`src/rtl/sdq_pkg.sv`:
```
package sdq_pkg;
  typedef enum logic [1:0] {
    QM_EDGE  = 2'b00,
    QM_DIV_A = 2'b01,
    QM_DIV_B = 2'b10,
    QM_DIV_C = 2'b11
  } qual_mode_e;
endpackage

```
`src/rtl/sdq_sync.sv`:
```
module sdq_sync #(
  parameter int   STAGES  = 2,
  parameter logic RST_VAL = 1'b1
) (
  input  logic clk,
  input  logic rst_n,
  input  logic d,
  output logic q
);
  logic [STAGES-1:0] chain_q;
  logic [STAGES-1:0] chain_d;

  always_comb begin
    chain_d = {chain_q[STAGES-2:0], d};
  end

  always_ff @(posedge clk or negedge rst_n) begin
    if (!rst_n) chain_q <= {STAGES{RST_VAL}};
    else        chain_q <= chain_d;
  end

  assign q = chain_q[STAGES-1];
endmodule

```
`src/rtl/sdq_prescaler.sv`:
```
module sdq_prescaler #(
  parameter int DIV_A_LOG2 = 3,
  parameter int DIV_B_LOG2 = 4,
  parameter int DIV_C_LOG2 = 7
) (
  input  logic       clk,
  input  logic       rst_n,
  output logic [2:0] tick
);
  localparam int PRE_W = DIV_C_LOG2;

  logic [PRE_W-1:0] cnt_q;
  logic [PRE_W-1:0] cnt_d;

  always_comb begin
    cnt_d = cnt_q + PRE_W'(1);
  end

  always_ff @(posedge clk or negedge rst_n) begin
    if (!rst_n) cnt_q <= '0;
    else        cnt_q <= cnt_d;
  end

  // Each tick fires on the last count of its own power-of-two period.
  for (genvar i = 0; i < 3; i++) begin : g_tick
    localparam int L = (i == 0) ? DIV_A_LOG2 : (i == 1) ? DIV_B_LOG2 : DIV_C_LOG2;
    assign tick[i] = &cnt_q[L-1:0];
  end
endmodule

```
`src/rtl/sdq_filter.sv`:
```
module sdq_filter
  import sdq_pkg::*;
#(
  parameter int SAMPLES = 16
) (
  input  logic       clk,
  input  logic       rst_n,
  input  logic       pin_s,
  input  qual_mode_e mode,
  input  logic [2:0] tick,
  output logic       hit
);
  localparam int CNT_W = $clog2(SAMPLES + 1);

  logic             prev_q;
  logic             fall;
  logic             sel_tick;
  logic             cnt_en;
  logic [CNT_W-1:0] cnt_q;
  logic [CNT_W-1:0] cnt_d;

  always_comb begin
    case (mode)
      QM_DIV_A: sel_tick = tick[0];
      QM_DIV_B: sel_tick = tick[1];
      QM_DIV_C: sel_tick = tick[2];
      default:  sel_tick = 1'b0;
    endcase
  end

  assign fall = prev_q & ~pin_s;

  always_comb begin
    cnt_en = 1'b0;
    cnt_d  = cnt_q;
    if (mode == QM_EDGE) begin
      cnt_en = 1'b1;
      cnt_d  = '0;
    end else if (sel_tick) begin
      cnt_en = 1'b1;
      if (pin_s)                                 cnt_d = '0;
      else if (cnt_q != CNT_W'(SAMPLES))         cnt_d = cnt_q + CNT_W'(1);
    end
  end

  always_comb begin
    if (mode == QM_EDGE) hit = fall;
    else                 hit = sel_tick & ~pin_s & (cnt_q == CNT_W'(SAMPLES - 1));
  end

  always_ff @(posedge clk or negedge rst_n) begin
    if (!rst_n) prev_q <= 1'b1;
    else        prev_q <= pin_s;
  end

  always_ff @(posedge clk or negedge rst_n) begin
    if (!rst_n)      cnt_q <= '0;
    else if (cnt_en) cnt_q <= cnt_d;
  end
endmodule

```
`src/rtl/sdq_qualifier.sv`:
```
module sdq_qualifier
  import sdq_pkg::*;
#(
  parameter int SYNC_STAGES = 2,
  parameter int SAMPLES     = 16,
  parameter int DIV_A_LOG2  = 3,
  parameter int DIV_B_LOG2  = 4,
  parameter int DIV_C_LOG2  = 7
) (
  input  logic       clk,
  input  logic       rst_n,
  input  logic       pin_n,
  input  logic       mode_we,
  input  logic [1:0] mode_wdata,
  input  logic       flag_rd,
  input  logic       flag_clr,
  output logic [1:0] mode_q,
  output logic       req_flag
);
  logic       pin_s;
  logic [2:0] tick_w;
  logic       hit_w;

  logic       lock_q,  lock_d;
  logic [1:0] mode_d;
  logic       flag_q,  flag_d;
  logic       armed_q, armed_d;
  logic       cfg_en;

  sdq_sync #(.STAGES(SYNC_STAGES), .RST_VAL(1'b1)) u_sync (
    .clk(clk), .rst_n(rst_n), .d(pin_n), .q(pin_s)
  );

  sdq_prescaler #(
    .DIV_A_LOG2(DIV_A_LOG2), .DIV_B_LOG2(DIV_B_LOG2), .DIV_C_LOG2(DIV_C_LOG2)
  ) u_pre (
    .clk(clk), .rst_n(rst_n), .tick(tick_w)
  );

  sdq_filter #(.SAMPLES(SAMPLES)) u_filt (
    .clk(clk), .rst_n(rst_n), .pin_s(pin_s),
    .mode(qual_mode_e'(mode_q)), .tick(tick_w), .hit(hit_w)
  );

  // Mode register: first write wins, then the lock bit freezes it.
  always_comb begin
    cfg_en = mode_we & ~lock_q;
    mode_d = mode_wdata;
    lock_d = 1'b1;
  end

  always_ff @(posedge clk or negedge rst_n) begin
    if (!rst_n) begin
      mode_q <= 2'b00;
      lock_q <= 1'b0;
    end else if (cfg_en) begin
      mode_q <= mode_d;
      lock_q <= lock_d;
    end
  end

  // Sticky flag with read-then-clear handshake; a set beats a clear.
  always_comb begin
    flag_d  = flag_q;
    armed_d = armed_q | (flag_rd & flag_q);
    if (hit_w) begin
      flag_d = 1'b1;
    end else if (flag_clr && armed_q) begin
      flag_d  = 1'b0;
      armed_d = 1'b0;
    end
  end

  always_ff @(posedge clk or negedge rst_n) begin
    if (!rst_n) begin
      flag_q  <= 1'b0;
      armed_q <= 1'b0;
    end else begin
      flag_q  <= flag_d;
      armed_q <= armed_d;
    end
  end

  assign req_flag = flag_q;
endmodule

```
`config.mk`:
```
export PLATFORM = sky130hd
export DESIGN_NAME = sdq_qualifier
export DESIGN_NICKNAME = d
export VERILOG_FILES = /design/src/rtl/sdq_pkg.sv /design/src/rtl/sdq_sync.sv /design/src/rtl/sdq_prescaler.sv /design/src/rtl/sdq_filter.sv /design/src/rtl/sdq_qualifier.sv
export SDC_FILE = /design/constraint.sdc
export NUM_CORES = 1
export LEC_CHECK = 0
export BUFFER_PORTS_ARGS = -buffer_cell sky130_fd_sc_hd__buf_2
export CELL_PAD_IN_SITES_DETAIL_PLACEMENT = 1
export CELL_PAD_IN_SITES_GLOBAL_PLACEMENT = 2
export CORE_ASPECT_RATIO = 1.5
export CORE_MARGIN = 5
export CORE_UTILIZATION = 36
export CTS_CLUSTER_DIAMETER = 80
export DETAILED_ROUTE_END_ITERATION = 6
export PLACE_DENSITY = 0.73
export SLEW_MARGIN = 10
export SYNTH_ARGS = -nofsm -noshare
export SYNTH_HDL_FRONTEND = slang
export SYNTH_SLANG_ARGS = --single-unit
export TNS_END_PERCENT = 100
```
`constraint.sdc`:
```
create_clock -name clk -period 1.8 [get_ports clk]
set_input_delay 0 -clock clk [delete_from_list [all_inputs] [get_ports clk]]
set_output_delay 0 -clock clk [all_outputs]
set_load 0.005 [all_outputs]
```
==> reports/results.ini <==
[timing]
rsz0062_at_grt=no
setup_tns_ns=0
hold_viol_final=0
final_max_slew_viol_count=0
finalClockSkew_ns=0.006118
finalSetupViolations=0
fmax_mhz=608.7
worst_pin_slew_ns=0.4461
relSlewSlack=0.7015
hold_slack_ns=0.05932
period_share=0.9127
min_period_ns=1.643

[clocking]
clock_path_buffers=2
insertion_delay_ns=0.26
path_clk_slew_ns=0.08
cts_max_level=1
numCtsBuffers=3
post-cts-setup-buffer-count=0
clockRootBuffer=clkbuf_8
cts_tree=built
cts_sinks=20

[placement]
place.gp.congestion=0.7325
dpl.hpwl_um=1632
placement.io_buffers=10

[routing]
drt_iter0_markers=12
drcViolationCount=0
num_vias=728
antenna_left=0
wl_per_cell_um=15.20
wl_um=2219
viasPerCell=4.986
dr.pass1.iters=4

[global_route]
grt_max_degree=21
grt_remaining_overflow=0
grt_usage=0.1335
grt_antenna_before_repair=0
grt_pass1_vias=780
grt_pass1_wl_um=3767

[critical_path]
cp.required_ns=1.94
critPathLaunchType=register
path_cells=ha_1, and3_1, ha_1, nand3_1, a21oi_1, o21ai_1, a31oi_1
cp_slowest_stage_delay_ns=0.44
cp_slowest_cell=dfrtp_2
crit_arrival_ns=1.78
crit_type=reg2reg
path_max_fanout=6
endpoint_kind=register
cp_common_cell=ha_1

[layout]
fillers=307
nets=123
diodes=0
drive_above_1_share=0.2385
area_delta_synth_final_pct=21.62

[yosys]
syn_area_um2=972.2
synth_seq_cells=20
post_synth_num_cell_types=32
synth_edf_count=0
synthCells=89
synth_fp_nets=102
synth.top_cell.area_share=0.4376
synth_warnings=0
synth_top_area_cell=dfrtp_1
ys.flop_type=dfrtp_1
synth_most_common_cell=dfrtp_1
ys_top_cells_by_count=dfrtp_1 (17), nand3_1 (9)
synth-async-reset-ratio=1.000
avgSynthCellArea_um2=10.92
ys_seq_area_frac=0.5187
synth_top_cells_by_area=dfrtp_1 (44%), dfstp_2 (8.1%), ha_1 (6.4%)

[floorplanning]
coreArea_um2=2648
io_pins=11
placementRows=23
die_width_um=52.43
start_util=0.3672
die_area_um2=3861
die_h_um=73.65

[power]
total_power_mw=0.9296
peakVddDrop_v=0.0004359
power.leakage_nw=0.5245
power_density_nw_per_um2=786.2

[flow_run]
cap_violations=0

[outcome]
outcome=finished clean

[min_path]
worst_hold_path_type=in2reg

==> registers in the layout (all words and copies together) (netlist names) <==
name            flops
u_sync.chain_q      2
u_pre.cnt_q         7
req_flag            1
mode_q              2
u_filt.prev_q       1
armed_q             1
lock_q              1
u_filt.cnt_q        5
==> cell usage in the layout (no fill, tap or decap), types with 3 or more instances in the layout <==
master	count
dfrtp_1	16
buf_2	10
nand3_1	9
dlygate4sd3_1	6
nand2_1	5
inv_1	5
a31oi_1	5
ha_1	5
a21oi_1	4
and3_1	3
nor2_1	3
clkbuf_8	3
dfstp_2	3
==> area by class of cell <==
type | instances | area (µm²) | area share
multi-input cells | 63 | 449.2 | 0.3799
clock buffers | 4 | 45.04 | 0.03810
repair buffers | 17 | 117.6 | 0.09947
inverters | 5 | 18.77 | 0.01587
flip-flops and latches | 20 | 505.5 | 0.4275
well taps | 37 | 46.29 | 0.03915
==> final timing paths <==
check                                   from                end  slack [ns]  cells after the start
max                          u_filt.cnt_q[1]            armed_q        0.16                      7
min                                  flag_rd            armed_q        0.06                      3
max reg2reg                  u_filt.cnt_q[1]            armed_q        0.16                      7
min reg2reg                u_sync.chain_q[0]  u_sync.chain_q[1]        0.36                      0
max in group asynchronous              rst_n  u_sync.chain_q[0]        1.24                      2
min in group asynchronous              rst_n    u_filt.cnt_q[2]        0.22                      2
==> metrics by stage <==
stage | util | std cells | instance area, µm² | setup WS (ns)
floorplan | - | 89 | 972.2 | 0.3030
global placement | 0.4045 | 136 | 1071 | 0.1837
detailed placement | 0.4045 | 136 | 1071 | 0.1481
CTS | 0.4442 | 146 | 1176 | 0.1285
global route | 0.4466 | 146 | 1182 | 0.05022
finish | 0.4466 | 146 | 1182 | 0.1572
==> cells by family (layout without fill, tap and decap cells) <==
group	Yosys count	count (layout)	synth area share
simple gates	34	34	0.2034
flops	20	20	0.5187
compound gates	18	18	0.1300
buf+inv	6	26	0.02445
fa+ha+maj	5	5	0.06435
xor+xnor	4	4	0.03604
mux	2	2	0.02316
==> worst max-delay path, delay by kind of cell (launching register included) <==
kind	cells	cell delay, ns
AND/OR/NAND/NOR	2	0.28
AO/OA/AOI/OAI	3	0.39
flip-flops	1	0.44
adder cells (fa/ha/maj)	2	0.42
==> report_power, final <==
group | internal [mW] | switching, mW | leakage, nW
registers | 0.484 | 0.0333 | 0.240
clock network | 0.157 | 0.148 | 0.0228
logic | 0.0524 | 0.0535 | 0.261
total | 0.694 | 0.235 | 0.525
==> metal layers <==
| metal | track usage | routed length (µm) | vias to the layer above |
|---|---|---|---|
| met5 | 0 | 0 | - |
| met4 | 0.04261 | 0 | 0 |
| met3 | 0.02434 | 29 | 0 |
| met2 | 0.2265 | 1192 | 4 |
| met1 | 0.1686 | 997 | 363 |
| li1 | - | - | 361 |
==> timing repair <==
item / 4_1_cts / 5_1_grt
gates resized for setup: 0 / 2
setup endpoints to repair: 0 / 1
hold buffers: 6 / 0
endpoints found under the hold margin: 22 / 0
Note: power is estimated with default switching activity, not from simulation.
